**config.mk**
```make
export PLATFORM = sky130hd
export DESIGN_NAME = twi_eeprom_slave
export DESIGN_NICKNAME = d
export VERILOG_FILES = /design/src/rtl/twi_pkg.sv /design/src/rtl/twi_line_sync.sv /design/src/rtl/twi_cond_detect.sv /design/src/rtl/twi_addr_ptr.sv /design/src/rtl/twi_eeprom_slave.sv
export SDC_FILE = /design/constraint.sdc
export NUM_CORES = 1
export LEC_CHECK = 0
export ABC_AREA = 1
export ABC_CLOCK_PERIOD_IN_PS = 2000
export BUFFER_PORTS_ARGS = -buffer_cell sky130_fd_sc_hd__buf_2
export CAP_MARGIN = 10
export CELL_PAD_IN_SITES_DETAIL_PLACEMENT = 0
export CELL_PAD_IN_SITES_GLOBAL_PLACEMENT = 1
export CORE_UTILIZATION = 40
export CTS_CLUSTER_DIAMETER = 40
export DETAILED_ROUTE_END_ITERATION = 8
export PLACE_DENSITY = 0.84
export REMOVE_ABC_BUFFERS = 1
export SYNTH_ARGS = -nofsm -noshare
export SYNTH_HDL_FRONTEND = slang
export SYNTH_HIERARCHICAL = 1
export SYNTH_SLANG_ARGS = --single-unit
```
**constraint.sdc**
```tcl
create_clock -name clk -period 2 [get_ports clk]
set_clock_uncertainty 0.2 [all_clocks]
set_input_delay 0.4 -clock clk [delete_from_list [all_inputs] [get_ports clk]]
set_output_delay 0.4 -clock clk [all_outputs]
set_load 0.02 [all_outputs]
```
**src/rtl/twi_pkg.sv**
```systemverilog
package twi_pkg;

  localparam int BYTE_BITS = 8;
  localparam logic [4:0] DEV_PREFIX = 5'b10100;

  typedef enum logic [2:0] {
    ST_IDLE,
    ST_DEV,
    ST_WA_HI,
    ST_WA_LO,
    ST_DATA,
    ST_SKIP
  } twi_state_e;

  // device word layout: [7:3] fixed prefix, [2:1] strap, [0] rw
  function automatic logic dev_match(input logic [7:0] word, input logic [1:0] strap);
    return (word[7:3] == DEV_PREFIX) && (word[2:1] == strap);
  endfunction

  function automatic logic is_read(input logic [7:0] word);
    return word[0];
  endfunction

endpackage

```
**src/rtl/twi_line_sync.sv**
```systemverilog
module twi_line_sync #(
  parameter int W      = 2,
  parameter int STAGES = 2
) (
  input  logic         clk,
  input  logic         rst_n,
  input  logic [W-1:0] d,
  output logic [W-1:0] q
);

  logic [W-1:0] stg [STAGES];

  generate
    for (genvar i = 0; i < STAGES; i++) begin : g_stage
      if (i == 0) begin : g_first
        always_ff @(posedge clk or negedge rst_n) begin
          if (!rst_n) stg[0] <= '1;
          else        stg[0] <= d;
        end
      end else begin : g_next
        always_ff @(posedge clk or negedge rst_n) begin
          if (!rst_n) stg[i] <= '1;
          else        stg[i] <= stg[i-1];
        end
      end
    end
  endgenerate

  assign q = stg[STAGES-1];

endmodule

```
**src/rtl/twi_cond_detect.sv**
```systemverilog
module twi_cond_detect (
  input  logic clk,
  input  logic rst_n,
  input  logic scl_s,
  input  logic sda_s,
  output logic start_evt,
  output logic stop_evt,
  output logic scl_rise,
  output logic scl_fall
);

  logic scl_p, sda_p;

  always_ff @(posedge clk or negedge rst_n) begin
    if (!rst_n) begin
      scl_p <= 1'b1;
      sda_p <= 1'b1;
    end else begin
      scl_p <= scl_s;
      sda_p <= sda_s;
    end
  end

  // conditions need SCL high on both samples so an edge of SCL is never mistaken for one
  assign start_evt = scl_s & scl_p & sda_p & ~sda_s;
  assign stop_evt  = scl_s & scl_p & ~sda_p & sda_s;
  assign scl_rise  = scl_s & ~scl_p;
  assign scl_fall  = ~scl_s & scl_p;

endmodule

```
**src/rtl/twi_addr_ptr.sv**
```systemverilog
module twi_addr_ptr #(
  parameter int ADDR_W = 14,
  parameter int PAGE_W = 6
) (
  input  logic              clk,
  input  logic              rst_n,
  input  logic              load_hi,
  input  logic              load_lo,
  input  logic              advance,
  input  logic [7:0]        din,
  output logic [ADDR_W-1:0] ptr
);

  logic [7:0] hi_q;

  function automatic logic [ADDR_W-1:0] page_next(input logic [ADDR_W-1:0] a);
    logic [PAGE_W-1:0] low;
    low = a[PAGE_W-1:0] + 1'b1;
    return {a[ADDR_W-1:PAGE_W], low};
  endfunction

  always_ff @(posedge clk or negedge rst_n) begin
    if (!rst_n) begin
      hi_q <= '0;
      ptr  <= '0;
    end else begin
      if (load_hi) hi_q <= din;
      if (load_lo)      ptr <= ADDR_W'({hi_q, din});
      else if (advance) ptr <= page_next(ptr);
    end
  end

endmodule

```
**src/rtl/twi_eeprom_slave.sv**
```systemverilog
module twi_eeprom_slave
  import twi_pkg::*;
#(
  parameter int ADDR_W      = 14,
  parameter int PAGE_W      = 6,
  parameter int SYNC_STAGES = 2
) (
  input  logic              clk,
  input  logic              rst_n,
  input  logic              scl_in,
  input  logic              sda_in,
  input  logic [1:0]        strap,
  input  logic              wr_busy,
  output logic              sda_pull,
  output logic              mem_we,
  output logic [ADDR_W-1:0] mem_addr,
  output logic [7:0]        mem_wdata,
  output logic              wr_commit
);

  localparam int CNT_W = $clog2(BYTE_BITS + 1);
  localparam logic [CNT_W-1:0] FULL = CNT_W'(BYTE_BITS);

  logic [1:0] raw_lines, sync_lines;
  logic       scl_q, sda_q;
  logic       start_evt, stop_evt, scl_rise, scl_fall;

  assign raw_lines = {scl_in, sda_in};

  twi_line_sync #(.W(2), .STAGES(SYNC_STAGES)) u_sync (
    .clk  (clk),
    .rst_n(rst_n),
    .d    (raw_lines),
    .q    (sync_lines)
  );

  assign scl_q = sync_lines[1];
  assign sda_q = sync_lines[0];

  twi_cond_detect u_cond (
    .clk      (clk),
    .rst_n    (rst_n),
    .scl_s    (scl_q),
    .sda_s    (sda_q),
    .start_evt(start_evt),
    .stop_evt (stop_evt),
    .scl_rise (scl_rise),
    .scl_fall (scl_fall)
  );

  twi_state_e       state;
  logic [7:0]       shreg;
  logic [CNT_W-1:0] bitcnt;
  logic             ack_phase;
  logic             have_data;

  // named internal events
  logic receiving, byte_done, ack_end, shift_en, dev_byte_done, dev_ok;
  logic ld_hi, ld_lo, adv;
  logic [ADDR_W-1:0] ptr;

  assign receiving     = (state == ST_DEV) || (state == ST_WA_HI) ||
                         (state == ST_WA_LO) || (state == ST_DATA);
  assign byte_done     = scl_fall & receiving & ~ack_phase & (bitcnt == FULL);
  assign ack_end       = scl_fall & ack_phase;
  assign shift_en      = scl_rise & receiving & ~ack_phase & (bitcnt < FULL);
  assign dev_byte_done = byte_done & (state == ST_DEV);
  assign dev_ok        = dev_match(shreg, strap) & ~wr_busy;
  assign ld_hi         = byte_done & (state == ST_WA_HI);
  assign ld_lo         = byte_done & (state == ST_WA_LO);
  assign adv           = byte_done & (state == ST_DATA);

  twi_addr_ptr #(.ADDR_W(ADDR_W), .PAGE_W(PAGE_W)) u_ptr (
    .clk    (clk),
    .rst_n  (rst_n),
    .load_hi(ld_hi),
    .load_lo(ld_lo),
    .advance(adv),
    .din    (shreg),
    .ptr    (ptr)
  );

  always_ff @(posedge clk or negedge rst_n) begin
    if (!rst_n) begin
      state     <= ST_IDLE;
      shreg     <= '0;
      bitcnt    <= '0;
      ack_phase <= 1'b0;
      have_data <= 1'b0;
      sda_pull  <= 1'b0;
      mem_we    <= 1'b0;
      mem_addr  <= '0;
      mem_wdata <= '0;
      wr_commit <= 1'b0;
    end else begin
      mem_we    <= 1'b0;
      wr_commit <= 1'b0;
      if (start_evt) begin
        state     <= ST_DEV;
        bitcnt    <= '0;
        ack_phase <= 1'b0;
        have_data <= 1'b0;
        sda_pull  <= 1'b0;
      end else if (stop_evt) begin
        wr_commit <= (state == ST_DATA) & have_data;
        state     <= ST_IDLE;
        bitcnt    <= '0;
        ack_phase <= 1'b0;
        have_data <= 1'b0;
        sda_pull  <= 1'b0;
      end else if (ack_end) begin
        sda_pull  <= 1'b0;
        ack_phase <= 1'b0;
        bitcnt    <= '0;
      end else if (byte_done) begin
        case (state)
          ST_DEV: begin
            if (dev_ok) begin
              sda_pull  <= 1'b1;
              ack_phase <= 1'b1;
              state     <= is_read(shreg) ? ST_SKIP : ST_WA_HI;
            end else begin
              state <= ST_SKIP;
            end
          end
          ST_WA_HI: begin
            sda_pull  <= 1'b1;
            ack_phase <= 1'b1;
            state     <= ST_WA_LO;
          end
          ST_WA_LO: begin
            sda_pull  <= 1'b1;
            ack_phase <= 1'b1;
            state     <= ST_DATA;
          end
          ST_DATA: begin
            sda_pull  <= 1'b1;
            ack_phase <= 1'b1;
            mem_we    <= 1'b1;
            mem_addr  <= ptr;
            mem_wdata <= shreg;
            have_data <= 1'b1;
          end
          default: state <= ST_SKIP;
        endcase
      end else if (shift_en) begin
        shreg  <= {shreg[6:0], sda_q};
        bitcnt <= bitcnt + 1'b1;
      end
    end
  end

endmodule

```
# == Yosys cells after proc, flatten, opt, wreduce, memory -nomap -nowiden ==
# Index checks and enable logic that the tools add are counted.
# word_totals
regBits,67
latch_bits,0
mem_bits_rw,0
rom_bits,0
inputBits,7
out_inout_bits,25
word_cells,108
mem_count,0
# classes
n_addsub,2
mul,0
n_div,0
n_lt_le_gt_ge,1
n_eq_ne,11
shifts,0
n_mux,32
bitwise,29
n_reduce_logical,17
# op_table
operator,n
4-bit two-way mux,5
1-bit AND,19
3-bit two-way mux,6
1-bit two-way mux,17
14-bit two-way mux,1
3-bit one-hot mux with 4 select lines,1
1-bit NOT,10
5-bit AND reduction,2
3-bit AND reduction,3
4-bit nonzero test,2
6-bit by 1-bit adder with 6-bit output (second input constant),1
3-bit by 2-bit == test with 1-bit output (second input constant),2
6-bit two-way mux,1
3-bit != test (second input constant),2
3-bit nonzero test,2
5-bit == test (second input constant),1
5-bit != test (second input constant),1
5-bit nonzero test,1
4-bit by 1-bit adder with 4-bit output (second input constant),1
4-bit == test (second input constant),1
4-bit < comparator (second input constant),1
4-bit by 3-bit != test with 1-bit output (second input constant),1
3-bit by 1-bit == test with 1-bit output (second input constant),1
3-bit == test (second input constant),1
other kinds (7),9

# == Longest topological paths before layout ==
# Gate-level depths: netlist (run 1).
# depth
depth_word,12
mapped_depth,11
ltp_nobuf,10

# == By module ==
# The synthesis (run 1) kept the hierarchy.
# by_module_without_submodules
module,n_inst,cells_per_inst,area_per_inst_um2,seq_area_each_um2
twi_eeprom_slave,1,220,1975.6,1026.0
twi_addr_ptr,1,100,899.6,500.5
twi_line_sync,1,6,120.1,105.1
twi_cond_detect,1,13,93.8,52.6

# == Worst setup path after synthesis (run 1) ==
# Ideal clock, no wire load.
# synth_path
path_type,reg-to-reg
startpoint,register u_cond.scl_p
endpoint,register u_ptr.ptr[11]
setup_time_ps,126
t_arrival_ps,1561
required_time_ps,1674
slack_ps,113
path_stages_with_launch,12
n_path_buf,2
synth_period_minus_slack_ps,1887
cell_sequence,dfstp_2 > inv_1 > nor2_1 > nand2_2 > nor2_4 > inv_2 > nor3_1 > buf_6 > inv_6 > buf_6 > nand2_1 > o21ai_0
# synth_between
elab_chain_cells,5
# synth_lines
item,line_no,text
"start, declared",twi_cond_detect.sv:12,"logic scl_p, sda_p;"
"start signal, assigned",twi_cond_detect.sv:19,scl_p <= scl_s;
1-bit AND,twi_cond_detect.sv:28,assign scl_fall = ~scl_s & scl_p;
named net scl_fall,twi_eeprom_slave.sv:26,"logic start_evt, stop_evt, scl_rise, scl_fall;"
1-bit AND (3 in series),twi_eeprom_slave.sv:64,assign byte_done = scl_fall & receiving & ~ack_phase & (bitcnt == FULL);
1-bit AND,twi_eeprom_slave.sv:70,assign ld_lo = byte_done & (state == ST_WA_LO);
named net ld_lo,twi_eeprom_slave.sv:59,"logic ld_hi, ld_lo, adv;"
"end signal, assigned",twi_addr_ptr.sv:28,"if (load_lo) ptr <= ADDR_W'({hi_q, din});"
"end signal, assigned",twi_addr_ptr.sv:29,else if (advance) ptr <= page_next(ptr);
"end, declared",twi_addr_ptr.sv:11,output logic [ADDR_W-1:0] ptr
# The timed path passes the listed nets, and every way through them passes these cells.
# A chain may end at the register's enable or synchronous reset.

# == Worst setup path in the final report (run 1) ==
# layout_path
startpoint,register u_cond.scl_p
endpoint,register u_ptr.ptr[4]
# layout_between
elab_chain_cells,6
word_cells_on_any_way,8
cone_classes,mux (1); bitwise (6); reduce/logical (1)
# layout_lines
item,line_no
1-bit AND (*),twi_cond_detect.sv:28
named net scl_fall,twi_eeprom_slave.sv:26
1-bit AND (*) (3 in series),twi_eeprom_slave.sv:64
1-bit AND (*),twi_eeprom_slave.sv:70
named net ld_lo,twi_eeprom_slave.sv:59
14-bit two-way mux / 2-bit nonzero test (equally long branches),n/a
# The timed path passes the listed nets; every way through them passes the cells marked *. The select of a mux whose other input is x is not followed.

==> flow_summary.toml, run 1 <==
[finish]
area_growth_pct = 18.7
fin_area_sq_um = 3670
num-fill-cells = 692
final_core_util = 0.498
final-seq-area_sq_um = 1680
insertedDiodeCount = 0
final_layout_size_suffix_gt1_frac = 0.279
fin_nets = 396
multi_input_area_sq_um = 1160

[die]
fp.dieW_microns = 89.9
rows = 31
io_pins = 32
initial_core_util = 0.419
coreArea_sq_um = 7370
die_height_microns = 89.9
die-area_sq_um = 8080

[synthesis]
synthArstFlopShare = 1.00
synth.area.top_cells = "dfrtp_1 (49%), nand2_1 (15%), dfstp_2 (5.1%), o21ai_2 (4.8%), inv_1 (4.6%)"
postSynthCellCount = 339
synth_seq_cells = 67
yosysTopAreaCellShare = 0.494
yosysTopAreaCell = "dfrtp_1"
yosys.cell_count.top_type = "nand2_1"
ys_top_cells_by_count = "nand2_1 (121), dfrtp_1 (61), inv_1 (38)"
yosysWarnings = 6
yosysSeqAreaShare = 0.545
synth_cell_type_count = 32
synth_area_per_cell_sq_um = 9.11
ys.flop_type = "dfrtp_1"
synth-edff-count = 0
syn_area_sq_um = 3090

[worst_hold_path]
hold_depth = 0
min-delay-start = "u_sync/stg[3]"
worstHoldPathType = "reg2reg"
min_to = "u_sync/q[1]"

[critical_path]
reg2reg_from = "u_cond/scl_p"
setup.worst_path.end_class = "flip-flop"
r2r_cells = 10
r2r-end = "u_ptr/ptr[4]"
rrSetupSlack_ps = 100
crit_fanout = 10
critPathLaunchType = "flip-flop"
critPathArrivalTime_ps = 1930
path_class = "reg2reg"
required_ps = 2040

[clocking]
cts_num_sinks = 67
root_buffer = "clkbuf_8"
clock_latency_ps = 350
cts_inserted_buffers = 9
cts_tree = "yes"
h-tree-depth = 3
clockBufferDepth = 2
path_clk_slew_ps = 70

[power]
p_seq_frac = 0.509
switching_share = 0.285
p_per_area_nw_per_um2 = 842
p_clk_frac = 0.365
combPwrFrac = 0.126
p_leak_nw = 1.91
p_int_mw = 2.21
switchingPower_mw = 0.880
ir_drop_mv = 0.478

[sta]
max_freq_mhz = 527
rsz0062_at_grt = "false"
setup_violations = 0
slew_violations = 0
period_share = 0.949
hold_viol_final = 0
tightestPinTransition_ps = 462
finalCriticalPeriod_ps = 1900
slew_headroom = 0.692

[placed_design]
dpl_cell_area_sq_um = 3360
io_buffers = 31
dp_hpwl_mm = 3.88
place_congestion = 0.742

[routing]
firstDrtPassIters = 4
num_vias = 2187
routed_wl_mm = 5.83
vias_per_cell = 4.46
wl_per_cell_microns = 11.9
drc = 0
drtIter0Drc = 124
drtAntennaViolNets = 0

[global_routing]
grt_pass1_wl_mm = 9.72
antenna_found_initial = 0
grt_pass1_vias = 2084
grt_max_degree = 33
gr-total-overflow = 0
grtUsageTotal = 0.156

[job]
maxCapViolCount = 0

[outcome]
status = "finished, final reports clean"
[cell usage in the layout, fill, tap and decap left out, types with 2 or more instances in the layout]
cell type | Yosys | final
a21oi_1 | 2 | 2
a22oi_1 | 3 | 3
buf_12 | 1 | 4
buf_2 | 1 | 31
buf_4 | 3 | 7
clkbuf_8 | 0 | 10
clkinv_2 | 0 | 2
clkinv_4 | 0 | 2
dfrtp_1 | 61 | 61
dfstp_2 | 6 | 6
dlygate4sd3_1 | 0 | 3
ha_1 | 3 | 3
inv_1 | 38 | 37
inv_2 | 4 | 5
nand2_1 | 121 | 121
nand2_2 | 6 | 6
nand3_1 | 12 | 12
nand3_2 | 2 | 2
nor2_1 | 16 | 15
nor2_4 | 4 | 4
nor2_8 | 2 | 2
nor3_1 | 3 | 2
o21ai_0 | 16 | 16
o21ai_1 | 2 | 2
o21ai_2 | 17 | 17
o21bai_1 | 2 | 2
[kinds of logic (layout without fill, tap and decap cells)]
logic type | after synthesis | after routing | synth area share
and+or+nand+nor | 171 | 172 | 0.253
adders and majority gates | 3 | 3 | 0.0122
xor gates and xnor gates | 1 | 1 | 0.00284
DFF | 67 | 67 | 0.545
buffers and inverters | 54 | 105 | 0.0915
AOI/OAI and AO/OA | 43 | 43 | 0.0956
[metrics by stage]
stage	hold WS, ps	setup WS (ps)	TNS (ps)	total power, mW	std cells
finish	156	103	0	3.09	490
global route	159	0.383	0	3.26	490
CTS	159	6.51	0	3.13	485
detailed placement	149	13.9	0	1.98	466
global placement	147	60.3	0	1.97	466
floorplan	-95.6	-614	-7990	1.84	329
[critical path: stages, from the launching register on]
cell	delay (ps)
dfstp_2	540
inv_1	50
nor2_2	100
nand2_2	80
nor2_4	130
inv_2	80
nor3_4	150
buf_12	160
nor2_4	50
a22oi_1	180
nand2_1	80
[flip-flops by register name, summed over array words and instances (netlist names), 2 cells and up]
signal      cells
state           3
bitcnt          4
shreg           8
u_ptr/ptr      14
mem_addr       14
u_sync/q        2
mem_wdata       8
u_ptr/hi_q      6
u_sync/stg      2
[area by class of cell]
type / count / area share
Tap cell: 99 / 0.0338
Multi-Input combinational cell: 219 / 0.315
Sequential cell: 67 / 0.459
Timing Repair Buffer: 45 / 0.0867
Clock buffer: 10 / 0.0375
Inverter: 44 / 0.0498
Clock inverter: 6 / 0.0177
[power by group through the flow]
stage          Sequential, mW  Combinational (mW)  Clock (mW)
2_1_floorplan            1.55               0.281           0
3_3_place_gp             1.60               0.369           0
3_5_place_dp             1.60               0.377           0
4_1_cts                  1.57               0.382        1.17
5_1_grt                  1.59               0.445        1.22
6_report                 1.57               0.388        1.13
[how the worst max path moves through the flow]
stage / start / end / slack, ps / cells past startpoint
after floorplan: u_cond/scl_p / u_ptr/ptr[3] / -610 / 9
after global placement: u_cond/scl_p / mem_addr[9] / 60 / 10
after detailed placement: u_cond/scl_p / mem_addr[3] / 10 / 10
after CTS: u_cond/scl_p / mem_addr[3] / 7 / 10
after global routing: u_cond/scl_p / u_ptr/ptr[4] / 0.4 / 10
final: u_cond/scl_p / u_ptr/ptr[4] / 100 / 10
[layer usage]
metal	routed length [microns]	up-vias	global-route usage
li1	-	1145	-
met4	102	0	0.0766
met1	2680	992	0.190
met3	235	8	0.0465
met2	2820	42	0.253
met5	0	-	0
[repair_timing]
| action | CTS | global route |
|---|---|---|
| hold endpoints to repair | 18 | 0 |
| gates resized for setup | 0 | 6 |
| setup buffers | 0 | 4 |
| hold buffers | 3 | 0 |
| endpoints found under the setup margin | 0 | 36 |
No activity file was read; power rests on OpenSTA's default activity.
==> inputs of run 2 (changes only) <==
--- a/config.mk
+++ b/config.mk
@@ -11,11 +11,13 @@
 export CAP_MARGIN = 10
 export CELL_PAD_IN_SITES_DETAIL_PLACEMENT = 0
 export CELL_PAD_IN_SITES_GLOBAL_PLACEMENT = 1
-export CORE_UTILIZATION = 40
+export CORE_UTILIZATION = 42
+export CTS_BUF_LIST = sky130_fd_sc_hd__clkbuf_2 sky130_fd_sc_hd__clkbuf_4 sky130_fd_sc_hd__clkbuf_8
 export CTS_CLUSTER_DIAMETER = 40
 export DETAILED_ROUTE_END_ITERATION = 8
-export PLACE_DENSITY = 0.84
+export PLACE_DENSITY = 0.87
 export REMOVE_ABC_BUFFERS = 1
+export SLEW_MARGIN = 20
 export SYNTH_ARGS = -nofsm -noshare
 export SYNTH_HDL_FRONTEND = slang
 export SYNTH_HIERARCHICAL = 1
==> run 2 against run 1 <==
  * Non-clock buffer count decreased by 2
  * Fmax decreased by 1.6%
  * Via count increased by 3.7%
  * Core utilization increased by 3.2 points
  * Clock power increased by 19%
  * Hold slack improved by 2.0 ps
  * Register-to-register slack got worse by 30 ps
  * Cell area increased by 0.34%
  * Cell count decreased by 1.4%
  * Combinational power increased by 2%
  * First-iteration DRC count decreased by 8.1%
  * Critical path depth increased by 1
==> flow_summary.toml, run 2 (synthesized netlist as in run 1, its figures left out) <==
[outcome]
status = "finished, final reports clean"

[critical_path]
rrSetupSlack_ps = 70
setup.worst_path.end_class = "flip-flop"
required_ps = 2080
path_class = "reg2reg"
worstPathCellList = "inv_1 > nor2_2 > nand2_2 > nor2_4 > inv_4 > nor2_4 > buf_6 > inv_2 > nor2_4 > nand3_2 > nand2_1"
slowest_delay_ps = 550
reg2reg_from = "u_cond/scl_p"
crit_slowest_cell = "dfstp_2"
worst-path-buf-inv = 4
critPathLaunchType = "flip-flop"
cp_top_family = "simple AND/OR/NAND/NOR gates"
r2r_cells = 11
crit_fanout = 5
critPathArrivalTime_ps = 2010
cp_common_cell = "nor2_4"
r2r-end = "u_ptr/ptr[3]"

[routing]
drc = 0
firstDrtPassIters = 4
routed_wl_mm = 5.63
wl_per_cell_microns = 11.6
drtAntennaViolNets = 0
drtIter0Drc = 114
num_vias = 2268
vias_per_cell = 4.70

[job]
maxCapViolCount = 0

[finish]
final_core_util = 0.530
final_layout_size_suffix_gt1_frac = 0.284
fin_nets = 393
finalNonFillerCells = 483
fin_area_sq_um = 3680
layout_commonest_cell = "nand2_1"
layout_common_cells = "nand2_1 (121), dfrtp_1 (61), inv_1 (35)"
area_growth_pct = 19.1
largest_registers = "mem_addr (14), u_ptr/ptr (14)"
insertedDiodeCount = 0

[clocking]
path_clk_slew_ps = 70
clock_latency_ps = 340
h-tree-depth = 3
cts_num_sinks = 67
cts_inserted_buffers = 9
root_buffer = "clkbuf_8"
cts_tree = "yes"
clockBufferDepth = 2

[power]
switchingPower_mw = 0.884
p_int_mw = 2.42
power_mw = 3.31
combPwrFrac = 0.119
p_clk_frac = 0.404
switching_share = 0.267
ir_drop_mv = 0.680
p_per_area_nw_per_um2 = 899
p_seq_frac = 0.477
p_leak_nw = 1.91

[placed_design]
dp_hpwl_mm = 4.06
io_buffers = 31
dp_cells = 463
dpl_cell_area_sq_um = 3340
place_ws_ps = -57.9
place_congestion = 0.805

[sta]
slew_violations = 0
max_freq_mhz = 518
hold_slack_ps = 158
hold_viol_final = 0
period_share = 0.965
slew_headroom = 0.781
finalWorstSetupSlack_ps = 70.9
setup_violations = 0
tightestPinTransition_ps = 326
finalCriticalPeriod_ps = 1930
setup-tns-final_ps = 0

[die]
rows = 30
die-area_sq_um = 7700
die_height_microns = 87.8
coreArea_sq_um = 6940
io_pins = 32
fp.dieW_microns = 87.8
initial_core_util = 0.445

[global_routing]
grt_pass1_wl_mm = 9.64
gr-total-overflow = 0
antenna_found_initial = 0
grt_max_degree = 35
grtUsageTotal = 0.168
grt_pass1_vias = 2163

[worst_hold_path]
hold_depth = 0
worstHoldPathType = "reg2reg"
min_to = "u_sync/q[1]"
min-delay-start = "u_sync/stg[3]"
[run 2: how the worst max path moves through the flow]
stage                      start      endpoint  slack (ps)  depth (start not counted)
global placement     u_sync/q[1]   mem_addr[3]           4                          7
detailed placement   u_sync/q[1]  mem_addr[11]         -60                          7
finish              u_cond/scl_p  u_ptr/ptr[3]          70                         11
global route        u_cond/scl_p  u_ptr/ptr[3]         -20                         11
floorplan           u_cond/scl_p  u_ptr/ptr[3]        -610                          9
CTS                 u_cond/scl_p  u_ptr/ptr[3]          20                         10
[run 2: layout make-up]
cell class	count	area, sq um
Clock buffer	9	124
Clock inverter	6	115
Fill cell	638	3260
Inverter	44	185
Multi-Input combinational cell	218	1160
Sequential cell	67	1680
Tap cell	96	120
Timing Repair Buffer	43	294
[run 2: power groups by stage]
stage | logic (mW) | clock network, mW | registers (mW)
after floorplan | 0.281 | 0 | 1.55
after global placement | 0.369 | 0 | 1.60
after detailed placement | 0.378 | 0 | 1.60
after CTS | 0.388 | 1.37 | 1.58
after global routing | 0.455 | 1.43 | 1.60
final | 0.394 | 1.34 | 1.58
[run 2: worst register-to-register path, stage by stage (launching register included)]
cell and delay, ps:
dfstp_2 550, inv_1 50, nor2_2 110, nand2_2 80
nor2_4 130, inv_4 70, nor2_4 170, buf_6 140
inv_2 40, nor2_4 170, nand3_2 90, nand2_1 60
[run 2: timing repair]
action                                  in CTS  in global routing
gates resized for setup                      2                 11
pin swaps                                    0                  5
hold buffers                                 3                  0
hold endpoints to repair                    11                  0
endpoints found under the setup margin      15                 31
buffers inserted                             0                  2
[run 2: per-layer routing]
metal / share of wire / routed length (microns) / up-vias / GRT usage
met5: 0 / 0 / - / 0
met4: 0.022 / 122 / 0 / 0.0760
met3: 0.035 / 198 / 11 / 0.0509
met2: 0.48 / 2730 / 43 / 0.279
met1: 0.46 / 2580 / 1069 / 0.200
li1: - / - / 1145 / -
==> inputs of run 3 (changes only) <==
--- a/config.mk
+++ b/config.mk
@@ -16,7 +16,6 @@
 export CTS_CLUSTER_DIAMETER = 40
 export DETAILED_ROUTE_END_ITERATION = 8
 export PLACE_DENSITY = 0.87
-export REMOVE_ABC_BUFFERS = 1
 export SLEW_MARGIN = 20
 export SYNTH_ARGS = -nofsm -noshare
 export SYNTH_HDL_FRONTEND = slang
==> run 3 against run 2 <==
  * Sequential power barely moved
  * Combinational power shrank 3%
  * Core utilization down 0.43 points
  * Fmax increased by 2.7%
  * Critical path type unchanged
  * Largest cell class unchanged
==> flow_summary.toml, run 3 (synthesized netlist as in run 1, its figures left out) <==
[sta]
finalWorstSetupSlack_ps = 121
setup-tns-final_ps = 0
period_share = 0.939
setup_violations = 0
tightestPinTransition_ps = 398
hold_viol_final = 0
slew_headroom = 0.734
hold_slack_ps = 156
slew_violations = 0
finalCriticalPeriod_ps = 1880
max_freq_mhz = 532

[synthesis]
synth.net_count = 349

[finish]
layout_common_cells = "nand2_1 (121), dfrtp_1 (61), inv_1 (38)"
insertedDiodeCount = 0
finalNonFillerCells = 486
final_core_util = 0.526
area_growth_pct = 18.1
largest_registers = "mem_addr (14), u_ptr/ptr (14)"
fin_nets = 395
fin_area_sq_um = 3650
layout_commonest_cell = "nand2_1"
final_layout_size_suffix_gt1_frac = 0.277

[placed_design]
dpl_cell_area_sq_um = 3330
place_ws_ps = 19.5
dp_hpwl_mm = 3.93
place_congestion = 0.898
dp_cells = 463
io_buffers = 31

[clocking]
clockBufferDepth = 2
root_buffer = "clkbuf_8"
clock_latency_ps = 340
cts_inserted_buffers = 9
h-tree-depth = 3
cts_tree = "yes"
path_clk_slew_ps = 70
cts_num_sinks = 67

[routing]
drc = 0
firstDrtPassIters = 4
dr_wl_met2_mm = 2.62
highest_layer = "met4"
met1Wirelength_mm = 2.89
routed_wl_mm = 5.80
wl_per_cell_microns = 11.9
drtAntennaViolNets = 0
drtIter0Drc = 105
num_vias = 2230
vias_per_cell = 4.59
wl_met3_microns = 168

[die]
io_pins = 32
rows = 30
die_height_microns = 87.8
coreArea_sq_um = 6940
die-area_sq_um = 7700
initial_core_util = 0.445
fp.dieW_microns = 87.8

[power]
p_per_area_nw_per_um2 = 883
p_leak_nw = 1.90
ir_drop_mv = 0.411
power_mw = 3.22

[critical_path]
crit_fanout = 6
path_class = "reg2reg"
setup.worst_path.end_class = "flip-flop"
crit_start = "u_cond/scl_p"
critPathArrivalTime_ps = 1910
reg2reg_from = "u_cond/scl_p"
r2r_cells = 10
required_ps = 2030
critPathLaunchType = "flip-flop"

[worst_hold_path]
hold_depth = 0
min-delay-start = "u_sync/stg[2]"
worstHoldPathType = "reg2reg"

[global_routing]
antenna_found_initial = 0
grt_pass1_wl_mm = 10.1
grt_pass1_vias = 2165
grt_max_degree = 68
gr-total-overflow = 0
grtUsageTotal = 0.173

[job]
maxCapViolCount = 0

[outcome]
status = "finished, final reports clean"
==> run 3: cell types whose count changed in the layout (fill, tap and decap cells not counted), moves of 2 or more <==
cell,previous run,this run
inv_1,35,38
nand3_2,4,2
inv_2,6,4
nand3_1,10,12
buf_4,5,7
==> run 3: metal layers <==
layer	track usage	vias to the layer above
met5	0	-
met4	0.0969	0
met3	0.0330	10
met2	0.258	41
met1	0.237	1033
li1	-	1146
==> run 3: worst max-delay path: stages (launching register included) <==
cell and delay (ps):
dfstp_2 540, inv_1 50, nor2_2 110, nand2_2 80, nor2_4 120, inv_2 70
nor3_2 130, buf_6 170, nor2_4 60, a22oi_1 150, nand2_1 70
==> run 3: final timing paths <==
| kind | end | slack [ps] |
|---|---|---|
| worst max-delay path | u_ptr/ptr[4] | 120 |
| worst min-delay path | u_sync/q[0] | 160 |
| worst max register to register | u_ptr/ptr[4] | 120 |
| worst min register to register | u_sync/q[0] | 160 |
| max in group asynchronous | u_cond/scl_p | 840 |
| min in group asynchronous | u_ptr/hi_q[5] | 410 |
==> run 3: where the power goes <==
| group | internal [mW] | total [mW] | leakage (nW) | switching (mW) |
|---|---|---|---|---|
| combinational | 0.143 | 0.381 | 0.884 | 0.238 |
| clock | 0.735 | 1.26 | 0.108 | 0.524 |
| sequential | 1.45 | 1.58 | 0.908 | 0.130 |
| total | 2.33 | 3.22 | 1.90 | 0.891 |
==> run 3: cell type report <==
cell class / count / area (sq um)
Clock inverter: 6 / 88.8
Sequential cell: 67 / 1680
Clock buffer: 10 / 138
Tap cell: 96 / 120
Fill cell: 684 / 3290
Timing Repair Buffer: 45 / 309
Multi-Input combinational cell: 218 / 1130
Inverter: 44 / 175
==> run 3: repair_timing <==
action,in CTS,in global routing
gates resized for setup,0,4
hold buffers,3,0
setup endpoints to repair,0,38
endpoints found under the hold margin,63,0
buffers inserted,0,4
